`config.mk`:
```
export PLATFORM = sky130hd
export DESIGN_NAME = tft_timing_gen
export DESIGN_NICKNAME = d
export VERILOG_FILES = /design/src/rtl/tft_tim_pkg.sv /design/src/rtl/tft_axis_ctr.sv /design/src/rtl/tft_pix_unpack.sv /design/src/rtl/tft_timing_gen.sv
export SDC_FILE = /design/constraint.sdc
export NUM_CORES = 1
export LEC_CHECK = 0
export ABC_CLOCK_PERIOD_IN_PS = 6000
export CORE_ASPECT_RATIO = 0.5
export CORE_MARGIN = 1
export CORE_UTILIZATION = 47
export DETAILED_ROUTE_END_ITERATION = 8
export GPL_TIMING_DRIVEN = 0
export PLACE_DENSITY = 0.94
export SLEW_MARGIN = 20
export SYNTH_ARGS = -nofsm -noshare
export SYNTH_HDL_FRONTEND = slang
export SYNTH_SLANG_ARGS = --single-unit
```
`constraint.sdc`:
```
create_clock -name clk -period 6 [get_ports clk]
set_input_delay 0.6 -clock clk [delete_from_list [all_inputs] [get_ports clk]]
set_output_delay 0.6 -clock clk [all_outputs]
set_load 0.005 [all_outputs]
```
`src/rtl/tft_tim_pkg.sv`:
```
package tft_tim_pkg;

    // Phase of one raster axis, in the order the counter walks through it
    typedef enum logic [1:0] {
        PH_FRONT  = 2'd0,
        PH_SYNC   = 2'd1,
        PH_BACK   = 2'd2,
        PH_ACTIVE = 2'd3
    } tft_phase_e;

    localparam int unsigned PIX_W   = 16;
    localparam int unsigned WORD_W  = 2 * PIX_W;
    localparam int unsigned PANEL_W = 18;

endpackage

```
`src/rtl/tft_axis_ctr.sv`:
```
module tft_axis_ctr
    import tft_tim_pkg::*;
#(
    parameter int unsigned FRONT  = 16,
    parameter int unsigned SYNC   = 96,
    parameter int unsigned BACK   = 144,
    parameter int unsigned ACTIVE = 640,
    localparam int unsigned TOTAL = FRONT + SYNC + BACK + ACTIVE,
    localparam int unsigned CW    = $clog2(TOTAL)
) (
    input  logic          clk,
    input  logic          rst_n,
    input  logic          run_i,
    input  logic          step_i,
    output logic [CW-1:0] cnt_o,
    output logic          last_o,
    output tft_phase_e    phase_o
);

    localparam logic [CW-1:0] L_SYNC = CW'(FRONT);
    localparam logic [CW-1:0] L_BACK = CW'(FRONT + SYNC);
    localparam logic [CW-1:0] L_ACT  = CW'(TOTAL - ACTIVE);
    localparam logic [CW-1:0] L_LAST = CW'(TOTAL - 1);

    typedef struct packed {
        logic [CW-1:0] cnt;
    } ctr_state_t;

    ctr_state_t state_d, state_q;

    always_comb begin
        state_d = state_q;
        if (!run_i) begin
            state_d.cnt = '0;
        end else if (step_i) begin
            state_d.cnt = (state_q.cnt == L_LAST) ? '0 : state_q.cnt + 1'b1;
        end
    end

    always_ff @(posedge clk or negedge rst_n) begin
        if (!rst_n) begin
            state_q <= '0;
        end else begin
            state_q <= state_d;
        end
    end

    assign cnt_o  = state_q.cnt;
    assign last_o = (state_q.cnt == L_LAST);

    always_comb begin
        if (state_q.cnt < L_SYNC) begin
            phase_o = PH_FRONT;
        end else if (state_q.cnt < L_BACK) begin
            phase_o = PH_SYNC;
        end else if (state_q.cnt < L_ACT) begin
            phase_o = PH_BACK;
        end else begin
            phase_o = PH_ACTIVE;
        end
    end

    AST_CNT_BOUND: assert property (@(posedge clk) disable iff (!rst_n)
        state_q.cnt <= L_LAST);
    AST_CNT_HALT: assert property (@(posedge clk) disable iff (!rst_n)
        !run_i |=> (state_q.cnt == '0));
    AST_CNT_HOLD: assert property (@(posedge clk) disable iff (!rst_n)
        (run_i && !step_i) |=> $stable(state_q.cnt));

endmodule

```
`src/rtl/tft_pix_unpack.sv`:
```
module tft_pix_unpack
    import tft_tim_pkg::*;
(
    input  logic              clk,
    input  logic              rst_n,
    input  logic              run_i,
    input  logic              pre_i,
    input  logic              de_i,
    input  logic              tail_i,
    input  logic [WORD_W-1:0] word_i,
    output logic              rd_o,
    output logic [PIX_W-1:0]  pix_o
);

    typedef struct packed {
        logic odd;   // set while the low half of the current word is on the bus
    } pair_state_t;

    pair_state_t state_d, state_q;

    always_comb begin
        state_d     = state_q;
        state_d.odd = (run_i && de_i) ? !state_q.odd : 1'b0;
    end

    always_ff @(posedge clk or negedge rst_n) begin
        if (!rst_n) begin
            state_q <= '0;
        end else begin
            state_q <= state_d;
        end
    end

    // Prefetch one clock ahead of the line, then refill after each low half,
    // stopping before the last word is consumed.
    assign rd_o = pre_i || (de_i && state_q.odd && !tail_i);

    always_comb begin
        if (!de_i) begin
            pix_o = '0;
        end else if (state_q.odd) begin
            pix_o = word_i[PIX_W-1:0];
        end else begin
            pix_o = word_i[WORD_W-1:PIX_W];
        end
    end

    AST_RD_SINGLE: assert property (@(posedge clk) disable iff (!rst_n)
        rd_o |=> !rd_o);

endmodule

```
`src/rtl/tft_timing_gen.sv`:
```
module tft_timing_gen
    import tft_tim_pkg::*;
#(
    parameter int unsigned H_ACTIVE = 640,
    parameter int unsigned H_FRONT  = 16,
    parameter int unsigned H_SYNC   = 96,
    parameter int unsigned H_BACK   = 144,
    parameter int unsigned V_ACTIVE = 480,
    parameter int unsigned V_FRONT  = 10,
    parameter int unsigned V_SYNC   = 2,
    parameter int unsigned V_BACK   = 35
) (
    input  logic        clk,
    input  logic        rst_n,
    input  logic        go_i,
    input  logic [31:0] fifo_q_i,
    output logic        fifo_rd_o,
    output logic        hsync_n_o,
    output logic        vsync_n_o,
    output logic        de_o,
    output logic [17:0] pix_o
);

    localparam int unsigned H_BLANK = H_FRONT + H_SYNC + H_BACK;
    localparam int unsigned H_TOTAL = H_BLANK + H_ACTIVE;
    localparam int unsigned V_TOTAL = V_FRONT + V_SYNC + V_BACK + V_ACTIVE;
    localparam int unsigned HCW     = $clog2(H_TOTAL);
    localparam int unsigned VCW     = $clog2(V_TOTAL);
    localparam logic [HCW-1:0] H_PRE  = HCW'(H_BLANK - 1);
    localparam logic [HCW-1:0] H_TAIL = HCW'(H_TOTAL - 2);

    logic [HCW-1:0] h_cnt;
    logic [VCW-1:0] v_cnt;
    logic           h_last, v_last;
    tft_phase_e     h_phase, v_phase;
    logic           h_vis, v_vis, line_pre, line_tail;
    logic [PIX_W-1:0] pix16;

    tft_axis_ctr #(
        .FRONT (H_FRONT),
        .SYNC  (H_SYNC),
        .BACK  (H_BACK),
        .ACTIVE(H_ACTIVE)
    ) i_hctr (
        .clk    (clk),
        .rst_n  (rst_n),
        .run_i  (go_i),
        .step_i (1'b1),
        .cnt_o  (h_cnt),
        .last_o (h_last),
        .phase_o(h_phase)
    );

    tft_axis_ctr #(
        .FRONT (V_FRONT),
        .SYNC  (V_SYNC),
        .BACK  (V_BACK),
        .ACTIVE(V_ACTIVE)
    ) i_vctr (
        .clk    (clk),
        .rst_n  (rst_n),
        .run_i  (go_i),
        .step_i (h_last),
        .cnt_o  (v_cnt),
        .last_o (v_last),
        .phase_o(v_phase)
    );

    assign h_vis     = (h_phase == PH_ACTIVE);
    assign v_vis     = (v_phase == PH_ACTIVE);
    assign line_pre  = v_vis && (h_cnt == H_PRE);
    assign line_tail = (h_cnt >= H_TAIL);

    tft_pix_unpack i_unpack (
        .clk   (clk),
        .rst_n (rst_n),
        .run_i (go_i),
        .pre_i (line_pre),
        .de_i  (de_o),
        .tail_i(line_tail),
        .word_i(fifo_q_i),
        .rd_o  (fifo_rd_o),
        .pix_o (pix16)
    );

    assign de_o      = h_vis && v_vis;
    assign hsync_n_o = (h_phase != PH_SYNC);
    assign vsync_n_o = (v_phase != PH_SYNC);
    assign pix_o     = {{(PANEL_W - PIX_W){1'b0}}, pix16};

    AST_DE_NO_SYNC: assert property (@(posedge clk) disable iff (!rst_n)
        de_o |-> (hsync_n_o && vsync_n_o));
    AST_RD_LEADS_DE: assert property (@(posedge clk) disable iff (!rst_n)
        $rose(de_o) |-> $past(fifo_rd_o));
    AST_RD_ENDS_EARLY: assert property (@(posedge clk) disable iff (!rst_n)
        ($fell(de_o) && $past(go_i)) |-> !$past(fifo_rd_o));
    AST_IDLE_ON_STOP: assert property (@(posedge clk) disable iff (!rst_n)
        !go_i |=> (!de_o && hsync_n_o && vsync_n_o && !fifo_rd_o));
    AST_V_STEP_AT_EOL: assert property (@(posedge clk) disable iff (!rst_n)
        (go_i && !h_last) |=> $stable(v_cnt));
    AST_V_WRAP: assert property (@(posedge clk) disable iff (!rst_n)
        (go_i && h_last && v_last) |=> (v_cnt == '0));

endmodule

```
Yosys cells after proc, flatten, opt, wreduce, memory -nomap -nowiden:

Cells that the tools add are included.

* muxes and demuxes: 14
* add/sub/neg operators: 2
* eq/ne operators: 8
* magnitude comparators: 7
* reductions and logical operators: 8

Operators by type and width (count)
* two-way mux 10 bit: 5
* two-way mux 16 bit: 2
* adder 10 x 1 -> 10 bit, second input constant: 2
* equality test 10 bit, second input constant: 2
* < comparator 10 x 4 -> 1 bit, second input constant: 2
* equality test 10 x 8 -> 1 bit, second input constant: 1
* >= comparator 10 bit, second input constant: 1
* < comparator 10 x 5 -> 1 bit, second input constant: 1
* < comparator 10 x 6 -> 1 bit, second input constant: 1
* < comparator 10 x 7 -> 1 bit, second input constant: 1
* < comparator 10 x 9 -> 1 bit, second input constant: 1
* two-way mux 2 bit: 4
* inequality test 2 x 1 -> 1 bit, second input constant: 3
* logical AND 1 bit: 5
* equality test 2 bit, second input constant: 2
* two-way mux 1 bit: 3
* zero test 1 bit: 2
* logical OR 1 bit: 1

* input bits: 35
* word-level logic and storage cells: 42
* output and inout bits: 22
* register bits after elaboration: 21

Longest topological paths before layout:

Gate-level depths: netlist (run 1).

* word-level depth: 9
* gate-level depth with buffers: 6
* gate-level depth less buffers: 6

Cells and area by module:

From an unflattened synthesis (run 1), not the netlist that was laid out.

* cells, all modules: 187
* area, all modules: 1622.8 sq um

Modules (own cells, without submodules)
* tft_axis_ctr at i_vctr: seq. area each 250.2 sq um, cells each 65, instances 1, area an instance 606.8 sq um
* tft_axis_ctr at i_hctr: seq. area each 250.2 sq um, cells each 66, instances 1, area an instance 579.3 sq um
* tft_pix_unpack: seq. area each 25.0 sq um, cells each 40, instances 1, area an instance 340.3 sq um
* tft_timing_gen: seq. area each 0.0 sq um, cells each 16, instances 1, area an instance 96.3 sq um

Worst setup path after synthesis (run 1):

No wires, ideal clock.

* kind: register -> output
* from: reg i_vctr.state_q, in the netlist i_vctr.cnt_o[8]
* to: out pix_o[10]
* arrival time: 1737 ps
* cell stages (with the launch flop): 6
* setup slack: 3663 ps
* path buffers: 1
* required time: 5400 ps
* cells stage by stage: dfrtp_1 -> or3_2 -> a211o_1 -> o21ai_1 -> buf_2 -> nor2_1

* cells in the longest elaborated chain, start to end: 7
* elaborated cells between the ends (all ways): 9
* those cells by class: order compare (3); eq/ne (1); mux (4); reduce/logical (1)

RTL lines
* start: declaration: line tft_axis_ctr.sv:29 `ctr_state_t state_d, state_q;`
* start signal: assignment: line tft_axis_ctr.sv:44 `state_q <= state_d;`
* < comparator 10 x 6 -> 1 bit: line tft_axis_ctr.sv:56 `end else if (state_q.cnt < L_ACT) begin`
* two-way mux 1 bit: line tft_axis_ctr.sv:56
* two-way mux 2 bit: line tft_axis_ctr.sv:54 `end else if (state_q.cnt < L_BACK) begin`
* two-way mux 2 bit *: line tft_axis_ctr.sv:52 `if (state_q.cnt < L_SYNC) begin`
* equality test 2 bit *: line tft_timing_gen.sv:70 `assign v_vis = (v_phase == PH_ACTIVE);`
* logical AND 1 bit *: line tft_timing_gen.sv:86 `assign de_o = h_vis && v_vis;`
* two-way mux 16 bit *: line tft_pix_unpack.sv:39 `if (!de_i) begin`
* end: declaration: line tft_timing_gen.sv:21 `output logic [17:0] pix_o`

Mark *: on every way between the ends. The rest lies on a longest branch, timed or not.

Worst setup path after layout (run 1):

* from: reg i_vctr.state_q, in the netlist i_vctr.cnt_o[0]
* to: out pix_o[7]

The elaborated chain is that of the path after synthesis.

==> flow_summary.ini, run 1 <==
[sta]
whs_ns = 0.504
rsz0062_at_grt = no
tightestPinTransition_ns = 0.968
setup-tns-final_ns = 0
clock_skew_ns = 0.00448
maxSlewHeadroom = 0.349
min_period_ns = 3.32
fmax_mhz = 301
setup_viol = 0
fin_crit_sh = 0.553
slew_viol_final = 0
hold_viol_final = 0

[finish]
diodes = 0
fillCellCount = 185
area_delta_synth_final_pct = 42.8
drive_above_1_share = 0.0969
fin_nets = 267
regArea_sq_um = 526
final_common_cell = clkdlybuf4s50_1
final_cell_mix = clkdlybuf4s50_1 (53), nor2_1 (31), dfrtp_1 (21), mux2i_1 (18), nand2_1 (12)
multi_input_area_sq_um = 865

[floorplanning]
ios = 57
initial_core_util = 0.530
core_sq_um = 2770
fp-row-count = 13
fp.dieW_um = 81.0
die_h_um = 41.5
dieArea_sq_um = 3360

[placement]
gp_congestion = 0.861
post-dp-hpwl_um = 3060
io_buffers = 53

[yosys]
synth_edf_count = 0
yosysWarnings = 0
synth_top_cell_by_area = dfrtp_1
yosysSeqAreaShare = 0.359
synth_area_leaders = dfrtp_1 (36%), mux2i_1 (12%), nor2_1 (7.9%)
yosys.area.top_type_share = 0.359
netlist_area_sq_um = 1470
ys_seq_elements = 21
synth_cells = 169
async_flop_share = 1.00
synth.distinct_cells = 43
synth-main-ff-cell = dfrtp_1
syn_area_per_cell_sq_um = 8.67

[detailed_routing]
drt_wl_total_um = 3850
viasPerCell = 5.70
vias = 1504
dr.pass1.iters = 4
final_antenna_net_count = 0
drc_errors = 0
wl_per_cell_um = 14.6
drt_iter0_markers = 73

[clock_network]
cts_tree = built
cts_buffers = 3
clock-root-buffer = clkbuf_8
cts_resized = 0
postCtsSetupBuffers = 0
cts_num_sinks = 21
clk_pin_slew_ns = 0.08
clockBufferDepth = 2
hold_buffers = 0
cts_max_level = 1
insertion_delay_ns = 0.27

[global_routing]
antenna_found_initial = 0
grt_max_degree = 22
grt_pass1_vias = 1403
grt_pass1_wl_um = 6220
gr-max-usage-layer = met2
use_met1 = 0.282
grtUsageMet3 = 0.0967
grt_util_met2 = 0.412
grt_usage = 0.244
grt_overflow = 0

[hold_path]
holdCritPathClass = reg2reg

[pwr]
ir_worst_vdd_v = 0.0000730
power_w = 0.000279
powerDensity_nw_per_um2 = 133
p_leak_nw = 0.807

[setup_path]
crit_required_ns = 5.40
crit_path_end_kind = primary output
critical_path_class = reg2out
crit_arrival_ns = 2.72
worst-path-max-fanout = 10
critPathLaunchType = register

[outcome]
status = finished clean

[run]
drv_cap = 0
[final cells by class]
class	instances	share of cell area
Multi-Input combinational cell	133	0.413
Timing Repair Buffer	53	0.254
Sequential cell	21	0.251
Buffer	8	0.0233
Tap cell	37	0.0221
Clock buffer	3	0.0197
Inverter	8	0.0144
Clock inverter	1	0.00239
[worst max-delay path, stage by stage (launching register included)]
cell             delay (ns)
dfrtp_1                0.43
ha_1                   0.26
a31o_2                 0.25
a211o_1                0.32
o21ai_1                0.32
buf_2                  0.32
nor2_1                 0.07
clkdlybuf4s50_1        0.46
[logic make-up after synthesis]
kind of cell,count (synthesis),share of synthesized area
AOI/OAI and AO/OA,25,0.122
xor gates and xnor gates,8,0.0478
adders and majority gates,4,0.0342
buffers and inverters,16,0.0538
DFF,21,0.359
muxes,18,0.123
other,1,0.00256
and+or+nand+nor,76,0.258
[Yosys cell counts, types with 2 or more instances]
| cell type | number |
|---|---|
| xnor2_1 | 4 |
| ha_1 | 4 |
| or4_1 | 3 |
| nor2_1 | 31 |
| nand4_1 | 5 |
| xor2_1 | 4 |
| nor3_1 | 4 |
| o211ai_1 | 3 |
| a21oi_1 | 2 |
| mux2i_1 | 18 |
| clkbuf_2 | 2 |
| and3_2 | 2 |
| a31oi_1 | 3 |
| buf_4 | 2 |
| or3_2 | 3 |
| nor4_1 | 2 |
| o21ai_0 | 4 |
| o31ai_1 | 3 |
| dfrtp_1 | 21 |
| nand3_1 | 8 |
| nand2_1 | 12 |
| inv_1 | 8 |
[metal layers]
layer / wire length [um] / share of wire
met1: 1470 / 0.38
met2: 1970 / 0.51
met3: 327 / 0.085
met4: 76 / 0.020
met5: 0 / 0
[path summary, 6_finish.rpt]
path,cells past startpoint,slack (ns),startpoint,end
setup / recovery,7,2.68,i_vctr.cnt_o[0]$_DFFE_PN0P_,pix_o[7]
hold / removal,1,0.50,i_vctr.cnt_o[8]$_DFFE_PN0P_,i_vctr.cnt_o[8]$_DFFE_PN0P_
setup reg to reg,5,3.56,i_hctr.cnt_o[0]$_DFF_PN0_,i_vctr.cnt_o[7]$_DFFE_PN0P_
hold reg to reg,1,0.50,i_vctr.cnt_o[8]$_DFFE_PN0P_,i_vctr.cnt_o[8]$_DFFE_PN0P_
max in group asynchronous,1,4.59,rst_n,i_hctr.cnt_o[1]$_DFF_PN0_
min in group asynchronous,1,0.85,rst_n,i_vctr.cnt_o[7]$_DFFE_PN0P_
[registers in the layout (all words and copies together), names as in the netlist]
name	cells
i_hctr.cnt_o	10
i_unpack.state_q	1
i_vctr.cnt_o	10
[metrics by stage]
stage | utilization | std cells | setup WS (ns) | instance area, sq um
after detailed placement | 0.740 | 260 | 3.00 | 2050
after global routing | 0.757 | 264 | 2.52 | 2090
after global placement | 0.740 | 260 | 2.99 | 2050
after CTS | 0.757 | 264 | 2.69 | 2090
after floorplan | - | 170 | 3.66 | 1470
final | 0.757 | 264 | 2.68 | 2090
[where the power goes]
group / internal (W) / leakage (nW) / switching [W]
Sequential: 0.000143 / 0.291 / 0.00000252
Combinational: 0.0000251 / 0.490 / 0.0000136
Clock: 0.0000464 / 0.0255 / 0.0000480
Total: 0.000215 / 0.807 / 0.0000641
(Power assumes the default switching activity.)
==> inputs of run 2 (changes only) <==
--- a/config.mk
+++ b/config.mk
@@ -5,13 +5,13 @@
 export SDC_FILE = /design/constraint.sdc
 export NUM_CORES = 1
 export LEC_CHECK = 0
-export ABC_CLOCK_PERIOD_IN_PS = 6000
+export ABC_CLOCK_PERIOD_IN_PS = 2760
 export CORE_ASPECT_RATIO = 0.5
 export CORE_MARGIN = 1
-export CORE_UTILIZATION = 47
+export CORE_UTILIZATION = 39
 export DETAILED_ROUTE_END_ITERATION = 8
 export GPL_TIMING_DRIVEN = 0
-export PLACE_DENSITY = 0.94
+export PLACE_DENSITY = 0.85
 export SLEW_MARGIN = 20
 export SYNTH_ARGS = -nofsm -noshare
 export SYNTH_HDL_FRONTEND = slang
==> constraint.sdc (replaced) <==
create_clock -name clk -period 2.76 [get_ports clk]
set_input_delay 0.276 -clock clk [delete_from_list [all_inputs] [get_ports clk]]
set_output_delay 0.276 -clock clk [all_outputs]
set_load 0.005 [all_outputs]
==> run 2 against run 1 <==
Effect of this change:
- register-to-register slack lost 3.2 ns
- die area grew 20%
- non-clock buffer count grew 3
- clock-buffer cell count is the same
==> flow_summary.ini, run 2 (same netlist as run 1, synthesis figures left out) <==
[floorplanning]
fp.dieW_um = 88.7
fp-row-count = 15
die_h_um = 45.3
initial_core_util = 0.417
core_sq_um = 3510
dieArea_sq_um = 4020
ios = 57

[placement]
post-dp-hpwl_um = 2860
gp_congestion = 0.903
io_buffers = 53
dp_slack_ns = 0.00937

[sta]
whs_ns = 0.306
fin_crit_sh = 0.955
tightestPinTransition_ns = 0.950
clock_skew_ns = 0.00429
maxSlewHeadroom = 0.361
setup-tns-final_ns = 0
min_period_ns = 2.64
fmax_mhz = 379
timing.final.ws_setup_ns = 0.123
rsz0062_at_grt = no
setup_viol = 0
hold_viol_final = 0
slew_viol_final = 0

[setup_path]
cp_top_family = buffers and inverters
path_cells = or3_2 -> a211o_1 -> o21ai_4 -> buf_6 -> nor2_1 -> clkdlybuf4s50_1
critPathLaunchType = register
crit_arrival_ns = 2.36
critPathMaxStageDelay_ns = 0.53
critPathBufInv = 2
critical_path_class = reg2out
crit_required_ns = 2.48
slowest_stage = or3_2
crit_path_end_kind = primary output
worst-path-max-fanout = 10

[pwr]
ir_worst_vdd_v = 0.000185
p_leak_nw = 0.852
powerDensity_nw_per_um2 = 279

[clock_network]
clk_pin_slew_ns = 0.07
insertion_delay_ns = 0.26
cts_max_level = 1
clock-root-buffer = clkbuf_8
hold_buffers = 0
cts_tree = built
cts_num_sinks = 21
clockBufferDepth = 2
cts_buffers = 3

[detailed_routing]
drt_iter0_markers = 112
final_antenna_net_count = 0
dr.pass1.iters = 4
drt_wl_total_um = 3940
vias = 1513
viasPerCell = 5.38
drc_errors = 0
wl_per_cell_um = 14.0

[global_routing]
grt_pass1_vias = 1357
grt_max_degree = 22
antenna_found_initial = 0
grt_pass1_wl_um = 5930
grt_overflow = 0
grt_usage = 0.193

[hold_path]
holdCritPathClass = in2reg

[finish]
drive_above_1_share = 0.122
fin_nets = 270
area_delta_synth_final_pct = 48.0
diodes = 0
final_cell_mix = clkdlybuf4s50_1 (52), nor2_1 (31), dfrtp_1 (21), mux2i_1 (18), nand2_1 (12)
final_common_cell = clkdlybuf4s50_1

[run]
drv_cap = 0

[outcome]
status = finished clean
run 2: cell types whose count changed in the layout (fill, tap and decap cells not counted), sizes merged:
cell	before	now
clkbuf	6	7
clkdlybuf4s50	53	52
buf	5	7
dlymetal6s2s	0	1
run 2: per-stage QoR:
stage | area (sq um) | util | total power (W) | instances
2_1_floorplan | 1470 | - | 0.000347 | 170
6_report | 2170 | 0.618 | 0.000605 | 281
4_1_cts | 2140 | 0.609 | 0.000613 | 280
5_1_grt | 2170 | 0.618 | 0.000635 | 281
3_3_place_gp | 2060 | 0.588 | 0.000404 | 274
3_5_place_dp | 2060 | 0.588 | 0.000406 | 274
run 2: what timing repair did:
action	4_1_cts	5_1_grt
buffers inserted	2	1
setup endpoints to repair	18	11
gates resized for setup	4	3
endpoints found under the hold margin	0	0
run 2: power breakdown:
| group | switching, W | internal, W | leakage (nW) | total [W] |
|---|---|---|---|---|
| registers | 0.00000340 | 0.000311 | 0.291 | 0.000314 |
| logic | 0.0000328 | 0.0000577 | 0.535 | 0.0000904 |
| clock network | 0.0000999 | 0.000101 | 0.0255 | 0.000200 |
run 2: area by class of cell:
type | instances | area (sq um)
inverter | 8 | 30.0
clock inverter | 1 | 5.00
sequential | 21 | 526
multi-input combinational | 133 | 878
clock buffer | 3 | 41.3
timing repair buffer | 56 | 568
buffer | 8 | 56.3
fill | 295 | 1340
tap | 51 | 63.8
run 2: metal layers:
metal  global-route usage  part of all wire  up-vias
met4               0.0452            0.0091        0
met1                0.232              0.40      712
met5                    0                 0        -
li1                     -                 -      725
met3               0.0366             0.064        4
met2                0.365              0.52       72
run 2: path summary, 6_finish.rpt:
check,startpoint,to,slack (ns),cells after the start
worst min register to register,i_vctr.cnt_o[8]$_DFFE_PN0P_,i_vctr.cnt_o[8]$_DFFE_PN0P_,0.54,1
worst min-delay path,go_i,i_vctr.cnt_o[5]$_DFFE_PN0P_,0.31,3
min in group asynchronous,rst_n,i_hctr.cnt_o[5]$_DFF_PN0_,0.54,1
max in group asynchronous,rst_n,i_vctr.cnt_o[1]$_DFFE_PN0P_,1.63,1
worst max register to register,i_hctr.cnt_o[0]$_DFF_PN0_,i_vctr.cnt_o[7]$_DFFE_PN0P_,0.41,5
worst max-delay path,i_vctr.cnt_o[6]$_DFFE_PN0P_,pix_o[6],0.12,6
run 2: worst register-to-register path, stage by stage, from the launching register on:
cell,delay (ns)
dfrtp_1,0.36
ha_2,0.22
nand3_1,0.16
nor4_1,0.81
nand2_1,0.34
o31ai_1,0.34
